<file path="config.mk">
export PLATFORM = sky130hd
export DESIGN_NAME = snd_frame_seq
export DESIGN_NICKNAME = d
export VERILOG_FILES = /design/src/rtl/snd_fseq_pkg.sv /design/src/rtl/snd_fseq_ctrl.sv /design/src/rtl/snd_fseq_counter.sv /design/src/rtl/snd_fseq_irq.sv /design/src/rtl/snd_frame_seq.sv
export SDC_FILE = /design/constraint.sdc
export NUM_CORES = 1
export LEC_CHECK = 0
export BUFFER_PORTS_ARGS = -buffer_cell sky130_fd_sc_hd__buf_2
export CAP_MARGIN = 20
export CORE_ASPECT_RATIO = 0.5
export CORE_MARGIN = 8
export CORE_UTILIZATION = 59
export DETAILED_ROUTE_END_ITERATION = 12
export PLACE_DENSITY_LB_ADDON = 0.15
export REMOVE_ABC_BUFFERS = 1
export SYNTH_ARGS = -nofsm -noshare
export SYNTH_HDL_FRONTEND = slang
export SYNTH_SLANG_ARGS = --single-unit
</file>
<file path="constraint.sdc">
create_clock -name clk_i -period 3.48 [get_ports clk_i]
set_input_delay 0.522 -clock clk_i [delete_from_list [all_inputs] [get_ports clk_i]]
set_output_delay 0.522 -clock clk_i [all_outputs]
set_load 0.05 [all_outputs]
</file>
<file path="src/rtl/snd_fseq_pkg.sv">
package snd_fseq_pkg;

   typedef enum logic {
      SEQ_FOUR = 1'b0,
      SEQ_FIVE = 1'b1
   } seq_mode_e;

   typedef struct packed {
      seq_mode_e mode;
      logic      inhibit;
   } seq_ctrl_t;

   localparam int FOUR_STEPS = 4;
   localparam int FIVE_STEPS = 5;

   // bit i refers to step i+1
   localparam logic [FOUR_STEPS-1:0] FOUR_QTR_MASK  = 4'b1111;
   localparam logic [FOUR_STEPS-1:0] FOUR_HALF_MASK = 4'b1010;
   localparam logic [FIVE_STEPS-1:0] FIVE_QTR_MASK  = 5'b10111;
   localparam logic [FIVE_STEPS-1:0] FIVE_HALF_MASK = 5'b00101;

endpackage

</file>
<file path="src/rtl/snd_fseq_ctrl.sv">
module snd_fseq_ctrl
   import snd_fseq_pkg::*;
#(
   parameter int CTRL_W   = 8,
   parameter int MODE_BIT = 7,
   parameter int INH_BIT  = 6
) (
   input  logic              clk_i,
   input  logic              rst_i,
   input  logic              wr_en_i,
   input  logic [CTRL_W-1:0] wr_data_i,
   output seq_ctrl_t         ctrl_o,
   output logic              restart_o,
   output logic              wr_five_o,
   output logic              wr_inh_o
);

   seq_ctrl_t ctrl_q;
   logic      data_unused;

   assign data_unused = ^wr_data_i;

   always_ff @(posedge clk_i) begin
      if (rst_i) begin
         ctrl_q.mode    <= SEQ_FOUR;
         ctrl_q.inhibit <= 1'b0;
      end else if (wr_en_i) begin
         ctrl_q.mode    <= wr_data_i[MODE_BIT] ? SEQ_FIVE : SEQ_FOUR;
         ctrl_q.inhibit <= wr_data_i[INH_BIT];
      end
   end

   assign ctrl_o    = ctrl_q;
   assign restart_o = wr_en_i;
   assign wr_five_o = wr_en_i & wr_data_i[MODE_BIT];
   assign wr_inh_o  = wr_en_i & wr_data_i[INH_BIT];

endmodule

</file>
<file path="src/rtl/snd_fseq_counter.sv">
module snd_fseq_counter
   import snd_fseq_pkg::*;
#(
   parameter int CNT_W   = 16,
   parameter int S1      = 7459,
   parameter int S2      = 14915,
   parameter int S3      = 22373,
   parameter int S4_FOUR = 29830,
   parameter int S4_FIVE = 29829,
   parameter int S5_FIVE = 37283
) (
   input  logic clk_i,
   input  logic rst_i,
   input  logic step_en_i,
   input  logic restart_i,
   input  logic mode_five_i,
   output logic qtr_hit_o,
   output logic half_hit_o,
   output logic frame_end_o
);

   localparam int POS_FOUR [FOUR_STEPS] = '{S1, S2, S3, S4_FOUR};
   localparam int POS_FIVE [FIVE_STEPS] = '{S1, S2, S3, S4_FIVE, S5_FIVE};

   logic [CNT_W-1:0]      cnt_q;
   logic [CNT_W-1:0]      cnt_nx;
   logic [FOUR_STEPS-1:0] hit_four;
   logic [FIVE_STEPS-1:0] hit_five;
   logic                  last_hit;

   assign cnt_nx = cnt_q + 1'b1;

   for (genvar i = 0; i < FOUR_STEPS; i++) begin : g_four
      assign hit_four[i] = (cnt_nx == CNT_W'(POS_FOUR[i]));
   end

   for (genvar i = 0; i < FIVE_STEPS; i++) begin : g_five
      assign hit_five[i] = (cnt_nx == CNT_W'(POS_FIVE[i]));
   end

   always_comb begin
      if (mode_five_i) begin
         qtr_hit_o  = step_en_i & |(hit_five & FIVE_QTR_MASK);
         half_hit_o = step_en_i & |(hit_five & FIVE_HALF_MASK);
         last_hit   = hit_five[FIVE_STEPS-1];
      end else begin
         qtr_hit_o  = step_en_i & |(hit_four & FOUR_QTR_MASK);
         half_hit_o = step_en_i & |(hit_four & FOUR_HALF_MASK);
         last_hit   = hit_four[FOUR_STEPS-1];
      end
   end

   assign frame_end_o = step_en_i & ~mode_five_i & hit_four[FOUR_STEPS-1];

   always_ff @(posedge clk_i) begin
      if (rst_i || restart_i) begin
         cnt_q <= '0;
      end else if (step_en_i) begin
         cnt_q <= last_hit ? '0 : cnt_nx;
      end
   end

endmodule

</file>
<file path="src/rtl/snd_fseq_irq.sv">
module snd_fseq_irq #(
   parameter int TAIL_N = 2
) (
   input  logic clk_i,
   input  logic rst_i,
   input  logic step_en_i,
   input  logic restart_i,
   input  logic frame_end_i,
   input  logic mode_five_i,
   input  logic inhibit_i,
   input  logic wr_inh_i,
   input  logic clr_i,
   output logic flag_o
);

   localparam int TAIL_W = (TAIL_N > 0) ? $clog2(TAIL_N + 1) : 1;

   logic tail_act;
   logic set_now;
   logic flag_q;

   if (TAIL_N > 0) begin : g_tail
      logic [TAIL_W-1:0] tail_q;
      always_ff @(posedge clk_i) begin
         if (rst_i || restart_i) begin
            tail_q <= '0;
         end else if (step_en_i) begin
            if (frame_end_i) begin
               tail_q <= TAIL_W'(TAIL_N);
            end else if (tail_q != '0) begin
               tail_q <= tail_q - 1'b1;
            end
         end
      end
      assign tail_act = (tail_q != '0);
   end else begin : g_no_tail
      assign tail_act = 1'b0;
   end

   assign set_now = step_en_i & ~mode_five_i & ~inhibit_i & (frame_end_i | tail_act);

   always_ff @(posedge clk_i) begin
      if (rst_i) begin
         flag_q <= 1'b0;
      end else if (set_now) begin
         flag_q <= 1'b1;
      end else if (clr_i || wr_inh_i) begin
         flag_q <= 1'b0;
      end
   end

   assign flag_o = flag_q;

endmodule

</file>
<file path="src/rtl/snd_frame_seq.sv">
module snd_frame_seq
   import snd_fseq_pkg::*;
#(
   parameter int CNT_W    = 16,
   parameter int CTRL_W   = 8,
   parameter int MODE_BIT = 7,
   parameter int INH_BIT  = 6,
   parameter int S1       = 7459,
   parameter int S2       = 14915,
   parameter int S3       = 22373,
   parameter int S4_FOUR  = 29830,
   parameter int S4_FIVE  = 29829,
   parameter int S5_FIVE  = 37283,
   parameter int TAIL_N   = 2
) (
   input  logic              clk_i,
   input  logic              rst_i,
   input  logic              cyc_en_i,
   input  logic              wr_en_i,
   input  logic [CTRL_W-1:0] wr_data_i,
   input  logic              clr_i,
   output logic              qtr_o,
   output logic              half_o,
   output logic              irq_o
);

   localparam longint CNT_LIMIT = longint'(1) << CNT_W;

   if (!(S1 > 0 && S1 < S2 && S2 < S3 && S3 < S4_FOUR)) begin : g_bad_four
      $error("four-step positions must ascend from above zero");
   end
   if (!(S3 < S4_FIVE && S4_FIVE < S5_FIVE)) begin : g_bad_five
      $error("five-step positions must ascend");
   end
   if (longint'(S5_FIVE) >= CNT_LIMIT || longint'(S4_FOUR) >= CNT_LIMIT) begin : g_bad_width
      $error("CNT_W too narrow for the step positions");
   end
   if (MODE_BIT >= CTRL_W || INH_BIT >= CTRL_W || MODE_BIT == INH_BIT) begin : g_bad_bits
      $error("control bit positions invalid");
   end
   if (TAIL_N < 0 || TAIL_N >= S1) begin : g_bad_tail
      $error("TAIL_N out of range");
   end

   seq_ctrl_t ctrl;
   logic      restart;
   logic      wr_five;
   logic      wr_inh;
   logic      step_en;
   logic      mode_five;
   logic      qtr_hit;
   logic      half_hit;
   logic      frame_end;
   logic      qtr_q;
   logic      half_q;

   snd_fseq_ctrl #(
      .CTRL_W   (CTRL_W),
      .MODE_BIT (MODE_BIT),
      .INH_BIT  (INH_BIT)
   ) u_ctrl (
      .clk_i     (clk_i),
      .rst_i     (rst_i),
      .wr_en_i   (wr_en_i),
      .wr_data_i (wr_data_i),
      .ctrl_o    (ctrl),
      .restart_o (restart),
      .wr_five_o (wr_five),
      .wr_inh_o  (wr_inh)
   );

   assign step_en   = cyc_en_i & ~restart;
   assign mode_five = (ctrl.mode == SEQ_FIVE);

   snd_fseq_counter #(
      .CNT_W   (CNT_W),
      .S1      (S1),
      .S2      (S2),
      .S3      (S3),
      .S4_FOUR (S4_FOUR),
      .S4_FIVE (S4_FIVE),
      .S5_FIVE (S5_FIVE)
   ) u_cnt (
      .clk_i       (clk_i),
      .rst_i       (rst_i),
      .step_en_i   (step_en),
      .restart_i   (restart),
      .mode_five_i (mode_five),
      .qtr_hit_o   (qtr_hit),
      .half_hit_o  (half_hit),
      .frame_end_o (frame_end)
   );

   snd_fseq_irq #(
      .TAIL_N (TAIL_N)
   ) u_irq (
      .clk_i       (clk_i),
      .rst_i       (rst_i),
      .step_en_i   (step_en),
      .restart_i   (restart),
      .frame_end_i (frame_end),
      .mode_five_i (mode_five),
      .inhibit_i   (ctrl.inhibit),
      .wr_inh_i    (wr_inh),
      .clr_i       (clr_i),
      .flag_o      (irq_o)
   );

   always_ff @(posedge clk_i) begin
      if (rst_i) begin
         qtr_q  <= 1'b0;
         half_q <= 1'b0;
      end else begin
         qtr_q  <= qtr_hit | wr_five;
         half_q <= half_hit | wr_five;
      end
   end

   assign qtr_o  = qtr_q;
   assign half_o = half_q;

endmodule

</file>
==> impl_metrics.json, run 1 <==
{
  "grt_pass1_vias": 1377,
  "slew_violations": 0,
  "worst-setup-path-type": "reg -> reg",
  "fin_crit_ps": 3070,
  "fp.coreArea_um2": 2680,
  "ios": 16,
  "place_congestion": 0.906,
  "dpl_worst_slack_ps": 465,
  "synth_ff_type": "dfxtp_1",
  "wl_per_cell_um": 15.8,
  "fin_nets": 236,
  "worstSetupEndpointType": "register",
  "first_pass_iters": 5,
  "cts_max_level": 1,
  "skew_ps": 7.16,
  "rows": 13,
  "vias": 1631,
  "stdcell_area_um2": 1770,
  "root_buffer": "clkbuf_8",
  "clkLatencyLatePin_ps": 270,
  "ys_ff_latch": 23,
  "grt_pass1_wl_mm": 6.80,
  "setup_viol": 0,
  "hpwl_mm": 2.92,
  "fillers": 243,
  "syn_area_per_cell_um2": 7.83,
  "drc": 0,
  "yosysSeqAreaShare_pct": 26.9,
  "worstPathArrival_ps": 3230,
  "cts_tree": "yes",
  "totalWireLength_mm": 4.02,
  "seq_area_um2": 460,
  "clk_pin_slew_ps": 90,
  "max_slew_margin_pct": 45.9,
  "area_growth_pct": 3.07,
  "cts_buffers": 3,
  "postCtsSetupRepairBufs": 0,
  "initial_utilization_pct": 63.9,
  "dpl_cell_area_um2": 1720,
  "synth_edf_count": 0,
  "drtIter0Drc": 208,
  "p_leak_nw": 0.567,
  "fmax_mhz": 325,
  "via_per_inst": 6.42,
  "overflow": 0,
  "antenna_found_initial": 0,
  "critPathLaunchType": "register",
  "multi_input_area_um2": 1140,
  "die_area_um2": 4990,
  "hold_viol": 0,
  "ir_drop_v": 0.000150,
  "worst_hold_path_type": "in -> reg",
  "clock-sinks": 23,
  "setup_slack_ps": 405,
  "rsz0062_at_grt": "false",
  "cp.required_ps": 3640,
  "ant_nets": 0,
  "track_usage_pct": 16.8,
  "outcome": "finished clean",
  "antenna_cells": 0,
  "ys_warn_count": 0,
  "cap_violations": 0,
  "io_buffers": 9,
  "drive_gt1_share_pct": 12.9,
  "power-per-cell-area_nw_per_um2": 265,
  "fp.dieW_um": 92.2,
  "cts_buffer_depth": 2,
  "synth_cell_types": 53,
  "holdBufCountCts": 0,
  "worstPathMaxFanout": 9,
  "die_y_um": 54.1,
  "fin_tns_setup_ps": 0,
  "fin_crit_sh_pct": 88.4,
  "synthCells": 219,
  "worstMarginPinSlew_ps": 811,
  "ctsResizeCount": 0,
  "async_reset_ff_share_pct": 0,
  "syn_area_um2": 1710,
  "grt_max_degree": 22
}
registers in the layout, summed over array words and instances, names as in the netlist:
| name | count |
|---|---|
| u_cnt.cnt_q | 16 |
| u_ctrl.ctrl_o | 2 |
| u_irq.g_tail.tail_q | 2 |
| half_o | 1 |
| qtr_o | 1 |
| u_irq.flag_o | 1 |
placed cells by master, fill, tap and decap left out, types with 4 or more instances in the layout:
cell type  count
nor3_1         6
nor2_1        21
or3_1          4
nand2_1       19
dfxtp_1       23
inv_1          7
a32oi_1        4
nand4_1        8
a22oi_1        4
nor4_1         5
nand3_1       12
and3_1         5
xor2_1         7
a21oi_1       10
o21ai_1        5
o21ai_0       10
ha_1           5
buf_2          9
worst paths after layout:
path	slack, ps	endpoint	start	cells after the start
setup reg to reg	410	u_cnt.cnt_q[14]	u_cnt.cnt_q[0]	10
setup / recovery	410	u_cnt.cnt_q[14]	u_cnt.cnt_q[0]	10
hold / removal	460	u_ctrl.ctrl_o[0]	rst_i	2
hold reg to reg	470	u_irq.g_tail.tail_q[1]	u_irq.g_tail.tail_q[1]	1
where the power goes:
part	total, mW	internal, mW	switching (mW)
registers	0.269	0.266	0.00326
clock network	0.170	0.0819	0.0880
logic	0.0294	0.00893	0.0205
metrics by stage:
step,utilization [%],total power [mW],hold slack [ps],instances
global placement,64.1,0.303,448,250
floorplan,-,0.291,441,203
finish,65.8,0.468,457,254
CTS,65.8,0.473,452,254
detailed placement,64.1,0.304,455,250
global route,65.8,0.491,461,254
routing by layer:
layer	global-route usage, %	share of wire [%]	vias up
met5	0	0	-
met4	1.58	0.77	0
met3	5.26	10	9
met2	24.9	41	79
met1	24.0	48	742
li1	-	-	801
area by class of cell:
| cell class | count | share of cell area, % |
|---|---|---|
| sequential | 23 | 26.1 |
| inverter | 7 | 1.49 |
| timing repair buffer | 10 | 2.97 |
| multi-input combinational | 173 | 64.3 |
| clock buffer | 4 | 2.55 |
| tap | 37 | 2.62 |
critical path, stage by stage (launching register included):
cell	delay, ps
dfxtp_1	490
ha_1	300
nand3_1	310
o21ai_0	420
o2111a_1	290
o211ai_1	140
nor4b_2	280
a21oi_1	190
buf_4	210
a221oi_1	260
nor2_1	60
synth_stat cells, types with 2 or more instances:
master / n / area (um2)
a32oi_1: 4 / 35.0
nor4_1: 5 / 31.3
nor4b_2: 2 / 30.0
inv_1: 7 / 26.3
dfxtp_1: 23 / 460
or3_1: 4 / 25.0
o211ai_1: 2 / 15.0
xor2_1: 7 / 61.3
nand3b_1: 3 / 22.5
a21boi_0: 2 / 15.0
nor3_1: 6 / 30.0
nor2b_1: 3 / 18.8
o21ai_1: 5 / 25.0
nor2_1: 21 / 78.8
nand2_1: 19 / 71.3
nand2b_1: 3 / 18.8
nand3_1: 12 / 60.1
and4_1: 2 / 17.5
clkbuf_1: 8 / 30.0
and3_1: 5 / 31.3
ha_1: 5 / 62.6
or4_4: 2 / 22.5
a22oi_1: 4 / 30.0
o21a_1: 2 / 15.0
buf_4: 6 / 45.0
nand4_1: 8 / 50.1
a21oi_1: 10 / 50.1
xnor2_1: 3 / 26.3
a31oi_1: 3 / 18.8
o21ai_0: 10 / 50.1
kinds of logic after synthesis:
family | synth area share [%]
AO/OA/AOI/OAI | 19.9
XOR/XNOR | 6.06
adder cells (fa/ha/maj) | 3.65
buffers and inverters | 6.86
flip-flops | 26.9
multiplexers | 0.657
AND/OR/NAND/NOR | 36.0
Note: power is estimated with default switching activity, not from simulation.
==> run 2: changes to the inputs <==
CELL_PAD_IN_SITES_DETAIL_PLACEMENT = 1   (was unset)
CELL_PAD_IN_SITES_GLOBAL_PLACEMENT = 1   (was unset)
CORE_UTILIZATION = 44   (was 59)
==> run 2 against run 1 <==
Global-route usage is 1.4 points lower. Clock skew is 4.8 ps lower. Clock power increased by 4%. Sequential cell count unchanged. Clock-buffer cell count stayed put. Critical endpoint unchanged. Cell count up 7.1%. Non-clock buffer count rose by 1. Hold slack worse by 7.0 ps.
==> impl_metrics.json, run 2 (synthesis results as in run 1) <==
{
  "skew_ps": 2.32,
  "ios": 16,
  "fp.dieW_um": 104,
  "cts_max_level": 1,
  "fin_crit_sh_pct": 88.6,
  "ctsResizeCount": 0,
  "outcome": "finished clean",
  "largest_register_ffs": 16,
  "die_y_um": 60.1,
  "slew_violations": 0,
  "ant_nets": 0,
  "worst_hold_path_type": "in -> reg",
  "final_cell_mix": "dfxtp_1 (23), nor2_1 (21), nand2_1 (19)",
  "die_area_um2": 6270,
  "reg2regPathDepth": 10,
  "top_usage_layer": "met2",
  "totalWireLength_mm": 4.69,
  "fin_tns_setup_ps": 0,
  "track_usage_pct": 15.5,
  "holdBufCountCts": 0,
  "area_growth_pct": 4.74,
  "mostFrequentLayoutCell": "dfxtp_1",
  "worstPathArrival_ps": 3240,
  "fp.coreArea_um2": 3820,
  "cap_violations": 0,
  "hold_viol": 0,
  "overflow": 0,
  "p_leak_nw": 0.571,
  "setup_viol": 0,
  "setup_slack_ps": 396,
  "reg2reg_slack_ps": 400,
  "grt_max_degree": 22,
  "initial_utilization_pct": 44.8,
  "clk_pin_slew_ps": 90,
  "clock-sinks": 23,
  "worstMarginPinSlew_ps": 861,
  "wl_per_cell_um": 17.2,
  "cts_tree": "yes",
  "drive_gt1_share_pct": 13.3,
  "grt_util_met1_pct": 19.9,
  "fin_crit_ps": 3080,
  "rsz0062_at_grt": "false",
  "worstPathMaxFanout": 8,
  "postCtsSetupRepairBufs": 0,
  "max_slew_margin_pct": 42.6,
  "cts_buffer_depth": 2,
  "vias": 1622,
  "dpl_worst_slack_ps": 450,
  "setup.worst_path.start": "u_cnt.cnt_q[0]",
  "clkLatencyLatePin_ps": 270,
  "fmax_mhz": 324,
  "drtIter0Drc": 97,
  "final_cells": 272,
  "root_buffer": "clkbuf_8",
  "cp.required_ps": 3640,
  "met3_usage_pct": 3.66,
  "ir_drop_v": 0.000126,
  "critPathLaunchType": "register",
  "timing.rr.end": "u_cnt.cnt_q[14]",
  "fin_nets": 237,
  "cts_buffers": 3,
  "io_buffers": 9,
  "hpwl_mm": 3.48,
  "place_inst": 268,
  "worstSetupEndpointType": "register",
  "drc": 0,
  "grt_pass1_wl_mm": 7.91,
  "antenna_cells": 0,
  "place_congestion": 0.890,
  "setup.worst_path.end": "u_cnt.cnt_q[14]",
  "rows": 16,
  "met2_usage_pct": 26.2,
  "via_per_inst": 5.96,
  "antenna_found_initial": 0,
  "first_pass_iters": 4,
  "top_register": "u_cnt.cnt_q",
  "r2r-start": "u_cnt.cnt_q[0]",
  "grt_pass1_vias": 1599,
  "worst-setup-path-type": "reg -> reg",
  "power-per-cell-area_nw_per_um2": 264
}
## run 2: worst min-delay path by stage
stage                     cells after the start              startpoint                      to  slack (ps)
final                                         2                   rst_i        u_ctrl.ctrl_o[0]         450
after global routing                          2                   rst_i        u_ctrl.ctrl_o[0]         460
after CTS                                     2                   rst_i        u_ctrl.ctrl_o[0]         450
after detailed placement                      1  u_irq.g_tail.tail_q[1]  u_irq.g_tail.tail_q[1]         450
after global placement                        1  u_irq.g_tail.tail_q[1]  u_irq.g_tail.tail_q[1]         450
after floorplan                               1  u_irq.g_tail.tail_q[1]  u_irq.g_tail.tail_q[1]         440
## run 2: metrics by stage
step	hold slack, ps	util, %	power [mW]	cell area (um2)
floorplan	441	-	0.291	1620
global placement	447	45.8	0.304	1750
detailed placement	455	45.8	0.305	1750
CTS	446	47.0	0.479	1800
global route	456	47.0	0.491	1800
finish	450	47.0	0.475	1800
## run 2: report_power, final
group          internal (mW)  switching [mW]  total, mW
logic                0.00887          0.0210     0.0299
clock network         0.0820          0.0937      0.176
registers              0.266         0.00329      0.269
## run 2: final cells by class
| cell class | count | area [um2] |
|---|---|---|
| Clock buffer | 4 | 45.0 |
| Fill cell | 475 | 2030 |
| Inverter | 7 | 26.3 |
| Multi-Input combinational cell | 173 | 1140 |
| Sequential cell | 23 | 460 |
| Tap cell | 54 | 67.6 |
| Timing Repair Buffer | 11 | 60.1 |
## run 2: critical path: stages, from the launching register on
cell and delay [ps]:
dfxtp_1 490, ha_1 300, and3_1 420, nand4_1 280
xnor2_1 240, or4_4 450, nor3_2 210, a21oi_1 80
buf_4 180, a221oi_1 270, nor2_1 60
## run 2: metal layers
layer,part of all wire (%),vias up
met3,5.0,4
met1,50,785
met4,0.64,0
met2,44,29
met5,0,-
li1,-,804
